[src/rtl/ssu_pkg.sv]
package ssu_pkg;
  localparam int unsigned BYTE_W  = 8;
  localparam int unsigned BIT_CW  = $clog2(BYTE_W);
  typedef logic [BYTE_W-1:0] byte_t;
endpackage

[src/rtl/ssu_fifo.sv]
module ssu_fifo #(
  parameter int unsigned W     = 8,
  parameter int unsigned DEPTH = 16
) (
  input  logic                       clk,
  input  logic                       rst_n,
  input  logic                       in_valid,
  output logic                       in_ready,
  input  logic [W-1:0]               in_data,
  output logic                       out_valid,
  input  logic                       out_ready,
  output logic [W-1:0]               out_data,
  output logic [$clog2(DEPTH+1)-1:0] count
);
  localparam int unsigned AW = (DEPTH > 1) ? $clog2(DEPTH) : 1;
  localparam int unsigned CW = $clog2(DEPTH + 1);

  logic [W-1:0]  mem [DEPTH];
  logic [AW-1:0] wr_ptr, rd_ptr;
  logic [CW-1:0] cnt_q;
  logic          push, pop;

  function automatic logic [AW-1:0] ptr_next(input logic [AW-1:0] p);
    return (p == AW'(DEPTH - 1)) ? '0 : p + 1'b1;
  endfunction

  assign in_ready  = (cnt_q != CW'(DEPTH));
  assign out_valid = (cnt_q != '0);
  assign out_data  = mem[rd_ptr];
  assign count     = cnt_q;
  assign push      = in_valid && in_ready;
  assign pop       = out_valid && out_ready;

  always_ff @(posedge clk) begin
    if (push) mem[wr_ptr] <= in_data;
  end

  always_ff @(posedge clk or negedge rst_n) begin
    if (!rst_n) begin
      wr_ptr <= '0;
      rd_ptr <= '0;
      cnt_q  <= '0;
    end else begin
      if (push) wr_ptr <= ptr_next(wr_ptr);
      if (pop)  rd_ptr <= ptr_next(rd_ptr);
      case ({push, pop})
        2'b10:   cnt_q <= cnt_q + 1'b1;
        2'b01:   cnt_q <= cnt_q - 1'b1;
        default: cnt_q <= cnt_q;
      endcase
    end
  end
endmodule

[src/rtl/ssu_clkgen.sv]
module ssu_clkgen #(
  parameter int unsigned DIV = 4
) (
  input  logic clk,
  input  logic rst_n,
  input  logic ext_sel,
  input  logic sclk_in,
  input  logic tx_avail,
  input  logic frame_idle,
  output logic sclk_out,
  output logic rise_p,
  output logic fall_p
);
  localparam int unsigned CNTW = (DIV > 1) ? $clog2(DIV) : 1;

  logic [CNTW-1:0] cnt;
  logic            sclk_q;
  logic            hold, tick;
  logic            s1, s2, s3;

  // master clock parks high at a frame boundary with nothing to send
  assign hold = sclk_q && frame_idle && !tx_avail;
  assign tick = !ext_sel && !hold && (cnt == CNTW'(DIV - 1));

  always_ff @(posedge clk or negedge rst_n) begin
    if (!rst_n) begin
      cnt    <= '0;
      sclk_q <= 1'b1;
    end else if (ext_sel || hold) begin
      cnt    <= '0;
      sclk_q <= 1'b1;
    end else if (tick) begin
      cnt    <= '0;
      sclk_q <= ~sclk_q;
    end else begin
      cnt    <= cnt + 1'b1;
    end
  end

  always_ff @(posedge clk or negedge rst_n) begin
    if (!rst_n) {s1, s2, s3} <= 3'b111;
    else        {s1, s2, s3} <= {sclk_in, s1, s2};
  end

  assign sclk_out = sclk_q;
  assign rise_p   = ext_sel ? (s2 && !s3) : (tick && !sclk_q);
  assign fall_p   = ext_sel ? (!s2 && s3) : (tick && sclk_q);
endmodule

[src/rtl/ssu_shifter.sv]
module ssu_shifter
  import ssu_pkg::*;
(
  input  logic              clk,
  input  logic              rst_n,
  input  logic              rise_p,
  input  logic              fall_p,
  input  logic              sd_in,
  input  logic              tx_avail,
  input  byte_t             tx_byte,
  output logic              tx_pop,
  output logic              sd_out,
  output logic              rx_push,
  output byte_t             rx_byte,
  output logic [BIT_CW-1:0] bit_idx
);
  byte_t txsh, rxsh;
  logic  at_start;

  assign at_start = (bit_idx == '0);
  assign tx_pop   = fall_p && at_start && tx_avail;
  assign rx_byte  = rxsh;

  always_ff @(posedge clk or negedge rst_n) begin
    if (!rst_n) begin
      sd_out  <= 1'b1;
      txsh    <= '1;
      rxsh    <= '0;
      bit_idx <= '0;
      rx_push <= 1'b0;
    end else begin
      rx_push <= 1'b0;
      if (fall_p) begin
        if (at_start) begin
          // load a queued byte, or send ones when nothing is queued
          sd_out <= tx_avail ? tx_byte[0] : 1'b1;
          txsh   <= tx_avail ? {1'b1, tx_byte[BYTE_W-1:1]} : '1;
        end else begin
          sd_out <= txsh[0];
          txsh   <= {1'b1, txsh[BYTE_W-1:1]};
        end
      end
      if (rise_p) begin
        rxsh <= {sd_in, rxsh[BYTE_W-1:1]};
        if (bit_idx == BIT_CW'(BYTE_W - 1)) begin
          bit_idx <= '0;
          rx_push <= 1'b1;
        end else begin
          bit_idx <= bit_idx + 1'b1;
        end
      end
    end
  end
endmodule

[src/rtl/sync_serial_unit.sv]
module sync_serial_unit #(
  parameter int unsigned FIFO_DEPTH = 16,
  parameter int unsigned DIV        = 4
) (
  input  logic                            clk,
  input  logic                            rst_n,
  input  logic                            ext_clk_sel,
  input  logic                            sclk_in,
  output logic                            sclk_out,
  output logic                            sclk_oe,
  output logic                            sd_out,
  input  logic                            sd_in,
  input  logic                            tx_valid,
  output logic                            tx_ready,
  input  logic [7:0]                      tx_data,
  output logic                            rx_valid,
  input  logic                            rx_ready,
  output logic [7:0]                      rx_data,
  output logic [$clog2(FIFO_DEPTH+1)-1:0] tx_count,
  output logic [$clog2(FIFO_DEPTH+1)-1:0] rx_count,
  output logic                            overrun
);
  import ssu_pkg::*;

  logic              tx_avail, tx_pop, rx_push, rx_in_ready;
  byte_t             tx_head, rx_byte;
  logic              rise_p, fall_p;
  logic [BIT_CW-1:0] bit_idx;

  ssu_fifo #(.W(BYTE_W), .DEPTH(FIFO_DEPTH)) u_txq (
    .clk(clk), .rst_n(rst_n),
    .in_valid(tx_valid), .in_ready(tx_ready), .in_data(tx_data),
    .out_valid(tx_avail), .out_ready(tx_pop), .out_data(tx_head),
    .count(tx_count)
  );

  ssu_fifo #(.W(BYTE_W), .DEPTH(FIFO_DEPTH)) u_rxq (
    .clk(clk), .rst_n(rst_n),
    .in_valid(rx_push), .in_ready(rx_in_ready), .in_data(rx_byte),
    .out_valid(rx_valid), .out_ready(rx_ready), .out_data(rx_data),
    .count(rx_count)
  );

  ssu_clkgen #(.DIV(DIV)) u_clk (
    .clk(clk), .rst_n(rst_n), .ext_sel(ext_clk_sel), .sclk_in(sclk_in),
    .tx_avail(tx_avail), .frame_idle(bit_idx == '0),
    .sclk_out(sclk_out), .rise_p(rise_p), .fall_p(fall_p)
  );

  ssu_shifter u_shf (
    .clk(clk), .rst_n(rst_n), .rise_p(rise_p), .fall_p(fall_p),
    .sd_in(sd_in), .tx_avail(tx_avail), .tx_byte(tx_head), .tx_pop(tx_pop),
    .sd_out(sd_out), .rx_push(rx_push), .rx_byte(rx_byte), .bit_idx(bit_idx)
  );

  assign sclk_oe = !ext_clk_sel;

  always_ff @(posedge clk or negedge rst_n) begin
    if (!rst_n)                       overrun <= 1'b0;
    else if (rx_push && !rx_in_ready) overrun <= 1'b1;
  end
endmodule

[config.mk]
export PLATFORM = sky130hd
export DESIGN_NAME = sync_serial_unit
export DESIGN_NICKNAME = d
export VERILOG_FILES = /design/src/rtl/ssu_pkg.sv /design/src/rtl/ssu_fifo.sv /design/src/rtl/ssu_clkgen.sv /design/src/rtl/ssu_shifter.sv /design/src/rtl/sync_serial_unit.sv
export SDC_FILE = /design/constraint.sdc
export NUM_CORES = 1
export LEC_CHECK = 0
export BUFFER_PORTS_ARGS = -buffer_cell sky130_fd_sc_hd__buf_2
export CORE_ASPECT_RATIO = 1.25
export CORE_UTILIZATION = 59
export DETAILED_ROUTE_END_ITERATION = 10
export PLACE_DENSITY = 0.76
export SLEW_MARGIN = 40
export SYNTH_ARGS = -nofsm -noshare
export SYNTH_HDL_FRONTEND = slang
export SYNTH_HIERARCHICAL = 1
export SYNTH_SLANG_ARGS = --single-unit
[constraint.sdc]
create_clock -name clk -period 5.1 [get_ports clk]
set_clock_uncertainty 0.2 [all_clocks]
set_input_delay 0 -clock clk [delete_from_list [all_inputs] [get_ports clk]]
set_output_delay 0 -clock clk [all_outputs]
set_load 0.01 [all_outputs]
== Word level (Yosys, flattened, before mapping) ==
Memories as Yosys holds them, arrays and structs flattened.
Cells that the tools add are included.

* Output and inout bits: 24
* Memories kept: 2
* Register bits: 54
* Memory bits (writable): 256

* Bitwise operators: 1
* Add/sub/neg operators: 10
* Multiplexer cells: 23
* Reduce and logical (&&, ||, !) cells: 29
* Equality and inequality tests: 12

{| class="wikitable"
|+ Memory list
! name !! depth !! bits a word !! read ports !! clocked after memory_dff !! wr ports !! line !! text
|-
| u_rxq.mem || 16 || 8 || 1 || 0 || 1 || ssu_fifo.sv:18 || <nowiki>logic [W-1:0] mem [DEPTH];</nowiki>
|-
| u_txq.mem || 16 || 8 || 1 || 0 || 1 || ssu_fifo.sv:18 ||
|}

{| class="wikitable"
|+ Operators with widths
! operator !! count
|-
| $pmux 5 s2 || 2
|-
| $add 4x1->4 const B || 4
|-
| $eq 4x4->1 const B || 4
|-
| $mux 4 || 4
|-
| $logic_and 1x1->1 || 15
|-
| $mux 1 || 12
|-
| $add 5x1->5 const B || 2
|-
| $ne 5x5->1 const B || 2
|-
| $reduce_bool 5->1 || 2
|-
| $sub 5x1->5 const B || 2
|-
| $mux 8 || 1
|-
| $logic_not 1->1 || 7
|-
| $mux 7 || 1
|-
| $eq 2x2->1 const B || 3
|-
| $reduce_bool 2->1 || 3
|-
| $eq 2x1->1 const B || 2
|-
| $mux 2 || 2
|-
| $add 3x1->3 const B || 1
|-
| $eq 3x3->1 const B || 1
|-
| $logic_not 3->1 || 1
|-
| $mux 3 || 1
|-
| $add 2x1->2 const B || 1
|-
| $logic_or 1x1->1 || 1
|-
| $not 1->1 || 1
|}

== Longest topological paths before layout ==
* Depth after elaboration: 13
* Mapped depth: 15
* Gate-level depth less buffers: 14

== Hierarchy ==
The synthesis kept the hierarchy.

{| class="wikitable"
|+ By module, submodules not included
! module !! area each (um^2) !! cells each !! times used
|-
| ssu_fifo || 5799.3 || 311 || 2
|-
| ssu_shifter || 867.1 || 61 || 1
|-
| ssu_clkgen || 257.7 || 19 || 1
|-
| sync_serial_unit || 50.0 || 5 || 1
|}

== Worst setup path before layout ==
OpenSTA, ideal clock, no wires.

* Path kind: register to register
* Start: register u_txq.cnt_q[0], in the netlist u_txq/count[0]
* End: register u_txq.cnt_q[4], in the netlist u_txq/count[4]
* Data arrival time: 3.206 ns
* Stages on the path, launching flop included: 16
* Slack: 1.613 ns
* Required time: 4.820 ns
* Path through: dfrtp_1 > nor4_1 > nand2b_1 > nor2b_4 > nand3b_1 > o21ai_0 > buf_6 > nand4b_4 > inv_1 > o21a_4 > ha_1 > fa_1 > a21o_1 > a21oi_1 > mux2i_1 > xnor2_1

* Word-level cells in the longest chain between the ends: 13
* Elaborated cells on any way between the ends: 19
* Those cells by class: 2 x add/sub; 3 x eq/ne; 2 x mux; 12 x reduce/logical

{| class="wikitable"
|+ RTL lines
! what !! line !! text
|-
| start, declared || ssu_fifo.sv:20 || <nowiki>logic [CW-1:0] cnt_q;</nowiki>
|-
| start signal, assigned || ssu_fifo.sv:47 || <nowiki>2'b10: cnt_q <= cnt_q + 1'b1;</nowiki>
|-
| start signal, assigned || ssu_fifo.sv:48 || <nowiki>2'b01: cnt_q <= cnt_q - 1'b1;</nowiki>
|-
| start signal, assigned || ssu_fifo.sv:49 || <nowiki>default: cnt_q <= cnt_q;</nowiki>
|-
| $reduce_bool 5->1 (*) || ssu_fifo.sv:28 || <nowiki>assign out_valid = (cnt_q != '0);</nowiki>
|-
| net tx_avail || sync_serial_unit.sv:25 || <nowiki>logic tx_avail, tx_pop, rx_push, rx_in_ready;</nowiki>
|-
| $logic_not 1->1 (*) || ssu_clkgen.sv:22 || <nowiki>assign hold = sclk_q && frame_idle && !tx_avail;</nowiki>
|-
| $logic_and 1x1->1 (*) || ssu_clkgen.sv:22 ||
|-
| $logic_not 1->1 (*) || ssu_clkgen.sv:23 || <nowiki>assign tick = !ext_sel && !hold && (cnt == CNTW'(DIV - 1));</nowiki>
|-
| $logic_and 1x1->1 (*) (2 in a row) || ssu_clkgen.sv:23 ||
|-
| $logic_and 1x1->1 (*) || ssu_clkgen.sv:47 || <nowiki>assign fall_p = ext_sel ? (!s2 && s3) : (tick && sclk_q);</nowiki>
|-
| $mux 1 (*) || ssu_clkgen.sv:47 ||
|-
| net fall_p || sync_serial_unit.sv:27 || <nowiki>logic rise_p, fall_p;</nowiki>
|-
| $logic_and 1x1->1 (*) (2 in a row) || ssu_shifter.sv:21 || <nowiki>assign tx_pop = fall_p && at_start && tx_avail;</nowiki>
|-
| net tx_pop || sync_serial_unit.sv:25 ||
|-
| $logic_and 1x1->1 (*) || ssu_fifo.sv:32 || <nowiki>assign pop = out_valid && out_ready;</nowiki>
|-
| net u_txq.pop || ssu_fifo.sv:21 || <nowiki>logic push, pop;</nowiki>
|-
| $eq 2x1->1 or $eq 2x2->1 (tied branches) || ssu_fifo.sv:46 || <nowiki>case ({push, pop})</nowiki>
|-
| $pmux 5 s2 or $reduce_bool 2->1 (tied branches) || - ||
|}

The timed path passes the listed nets; every way through them passes the cells marked *.
A chain may end at the register's enable or synchronous reset.

== Worst setup path after layout ==
Same ends and word-level chain as after synthesis.

==> results.tsv <==
metric	value	unit
DR WL/cell	23.9	µm
Crit. End Element	flip-flop	
Final #Nets	807	
pre-CTS setup slack	1.22	ns
R2R Setup Slk	1.20	ns
Longest Clk Path Bufs	3	
Final Util	0.682	
ys async rst share	0.172	
Startpoint Class	flip-flop	
Max FO, Critical Path	10	
Chip Width	134	µm
syn_nets	746	
CTS tree	done	
Tot Pwr	7.74	mW
Via Count	6518	
FF-to-FF End	u_txq/count[4]	
Tcrit/Tclk final	0.765	
post-DP HPWL	16900	µm
fmax	256	MHz
final hold violations	0	
first-pass GRT wire length	39700	µm
CP Capture Point	u_txq/count[4]	
WHS	0.145	ns
GRT overflow	0	
status	finished clean	
GR Layer Usage met1	0.268	
RSZ-0062 raised after global routing	false	
Routed WL	25400	µm
post-synthesis sequential area ratio	0.707	
MaxCap Viol Count	0	
Final setup viols	0	
drt first pass iters	4	
pin count of the biggest net entering global routing	54	
Placement Rows	59	
CP required	5.36	ns
Yosys reg bits	309	
fin crit period	3.90	ns
EDFF count, synth	256	
Clock Latency Late Sink	0.56	ns
Hold Path Class	primary input to flip-flop	
DIE AREA	0.0222	mm²
Syn Std Cell Area	0.0128	mm²
worst slew pin tran	0.853	ns
Fillers	1353	
reg2reg start	u_txq/count[0]	
Avg Cell Area, Syn	18.1	µm²
Buffers on Ports	38	
setup TNS	0	ns
non-filler cells, final	1064	
drt drc	0	
Vias/cell	6.13	
# IOs	39	
Area Overhead vs Synth	12.4	%
gr usage total	0.240	
Cells after Synth	707	
synth unique cells	56	
iteration-0 DRC count of the detailed router	470	
GR Layer Usage met2	0.451	
met3 usage	0.0301	
setup ws final	1.20	ns
fraction of layout cells with a size suffix above 1	0.235	
Rel. slew slack	0.431	
Design Area, Final	0.0144	mm²
Diodes inserted	0	
critical path arrival	4.16	ns
Top Usage Layer GRT	met2	
Starting Density	0.607	
synth warn	6	
max-slew violations	0	
die height	167	µm
Worst setup startpoint	u_txq/count[0]	
Num CTS Buffers	28	
clock sink count	309	
initial antenna violation count	0	
Cells after DPL	995	
maximum vdd ir drop	0.383	mV
Area after DPL	0.0132	mm²
GP Congestion	0.836	
Main synth FF type	edfxtp_1	
root buffer cell	clkbuf_16	
Core Box Area	0.0210	mm²
ANT nets after route	0	
Leak	4.98	nW
Reg2Reg Depth	15	
H-Tree Depth	1	
vias in the first global route	6964	
kind of critical path	flip-flop to flip-flop	
Pwr Density	539	mW/mm²
clock-pin slew on the worst setup and hold paths	0.06	ns
-- cells by family (layout without fill, tap and decap cells) --
kind of cell / count (synthesis) / count (layout) / synth area share
DFF: 309 / 309 / 0.707
muxes: 113 / 113 / 0.141
AOI/OAI and AO/OA: 106 / 106 / 0.0600
and+or+nand+nor: 93 / 93 / 0.0368
buffers and inverters: 50 / 133 / 0.0228
adders and majority gates: 24 / 24 / 0.0247
xor gates and xnor gates: 12 / 12 / 0.00823
-- cell usage in the layout, fill, tap and decap left out, types with 8 or more instances in the layout --
master | Yosys | final
a22oi_1 | 16 | 16
nor2_1 | 29 | 26
ha_1 | 22 | 22
dlygate4sd3_1 | 0 | 17
mux2_2 | 11 | 11
mux4_1 | 8 | 8
clkbuf_16 | 0 | 30
buf_4 | 5 | 10
mux2i_1 | 50 | 50
nand2_1 | 25 | 25
o21ai_1 | 12 | 12
inv_1 | 16 | 16
a32oi_1 | 16 | 16
buf_2 | 10 | 38
dfstp_2 | 12 | 12
xnor2_1 | 10 | 10
edfxtp_1 | 256 | 256
mux4_2 | 40 | 40
o21ai_0 | 17 | 17
dfrtp_1 | 41 | 38
-- worst max-delay path: stages, from the launching register on --
cell and delay (ns):
dfrtp_1 0.47, nor4_1 0.50, nand2b_1 0.24, nor2b_4 0.19
nand3b_1 0.14, o21ai_0 0.09, buf_4 0.19, nand4b_4 0.16
inv_1 0.08, o21a_4 0.14, ha_1 0.27, fa_1 0.44
a21o_1 0.18, a21oi_1 0.18, mux2i_1 0.23, xnor2_1 0.13
-- power breakdown --
part | leakage (nW) | internal (mW) | total, mW | switching [mW]
logic | 1.55 | 0.954 | 1.91 | 0.961
clock network | 0.475 | 1.25 | 2.15 | 0.899
registers | 2.95 | 3.14 | 3.67 | 0.531
total | 4.98 | 5.35 | 7.74 | 2.39
-- Yosys cell counts (all sizes together), types with 11 or more instances --
master,instances,share of area
nor2,29,0.0085
a32oi,16,0.011
mux2,15,0.014
mux2i,50,0.039
o21ai,30,0.012
a22oi,16,0.0094
mux4,48,0.087
ha,22,0.022
dfstp,12,0.025
dfrtp,41,0.080
nand2,25,0.0073
inv,16,0.0047
buf,26,0.015
edfxtp,256,0.60
nor3,11,0.0047
-- cell type report --
| cell class | count | area [µm²] | share of cell area |
|---|---|---|---|
| clock inverter | 18 | 185 | 0.0129 |
| sequential | 309 | 9030 | 0.629 |
| inverter | 16 | 60.1 | 0.00418 |
| multi-input combinational | 348 | 3510 | 0.245 |
| timing repair buffer | 65 | 435 | 0.0303 |
| clock buffer | 34 | 786 | 0.0547 |
| tap | 274 | 343 | 0.0239 |
-- state kept, by name (all words and copies together) (netlist names), 2 cells and up --
| signal | flops |
|---|---|
| u_clk/cnt | 2 |
| u_txq/mem | 128 |
| u_rxq/wr_ptr | 4 |
| u_shf/rx_byte | 8 |
| u_shf/bit_idx | 3 |
| u_rxq/mem | 128 |
| u_txq/rd_ptr | 4 |
| u_txq/count | 5 |
| u_shf/txsh | 7 |
| u_rxq/rd_ptr | 4 |
| u_rxq/count | 5 |
| u_txq/wr_ptr | 4 |
-- repair_timing --
action,CTS,global route
setup endpoints to repair,0,0
hold endpoints to repair,206,0
gates resized for setup,0,0
hold buffers,17,0
buffers inserted,0,0
-- per-layer routing --
layer	vias to the layer above	share of wire
met5	-	0
met4	0	0.039
met3	56	0.033
met2	144	0.56
met1	3381	0.36
li1	2937	-
-- worst min path at each step --
stage,start,end,slack (ns),cells past startpoint
finish,ext_clk_sel,u_clk/cnt[1],0.15,3
global route,ext_clk_sel,u_clk/cnt[1],0.16,3
CTS,ext_clk_sel,u_clk/cnt[1],0.13,3
detailed placement,sclk_in,u_clk/s1,-0.06,1
global placement,sclk_in,u_clk/s1,-0.06,1
floorplan,rst_n,overrun,-0.50,0
Note: power is estimated with default switching activity, not from simulation.
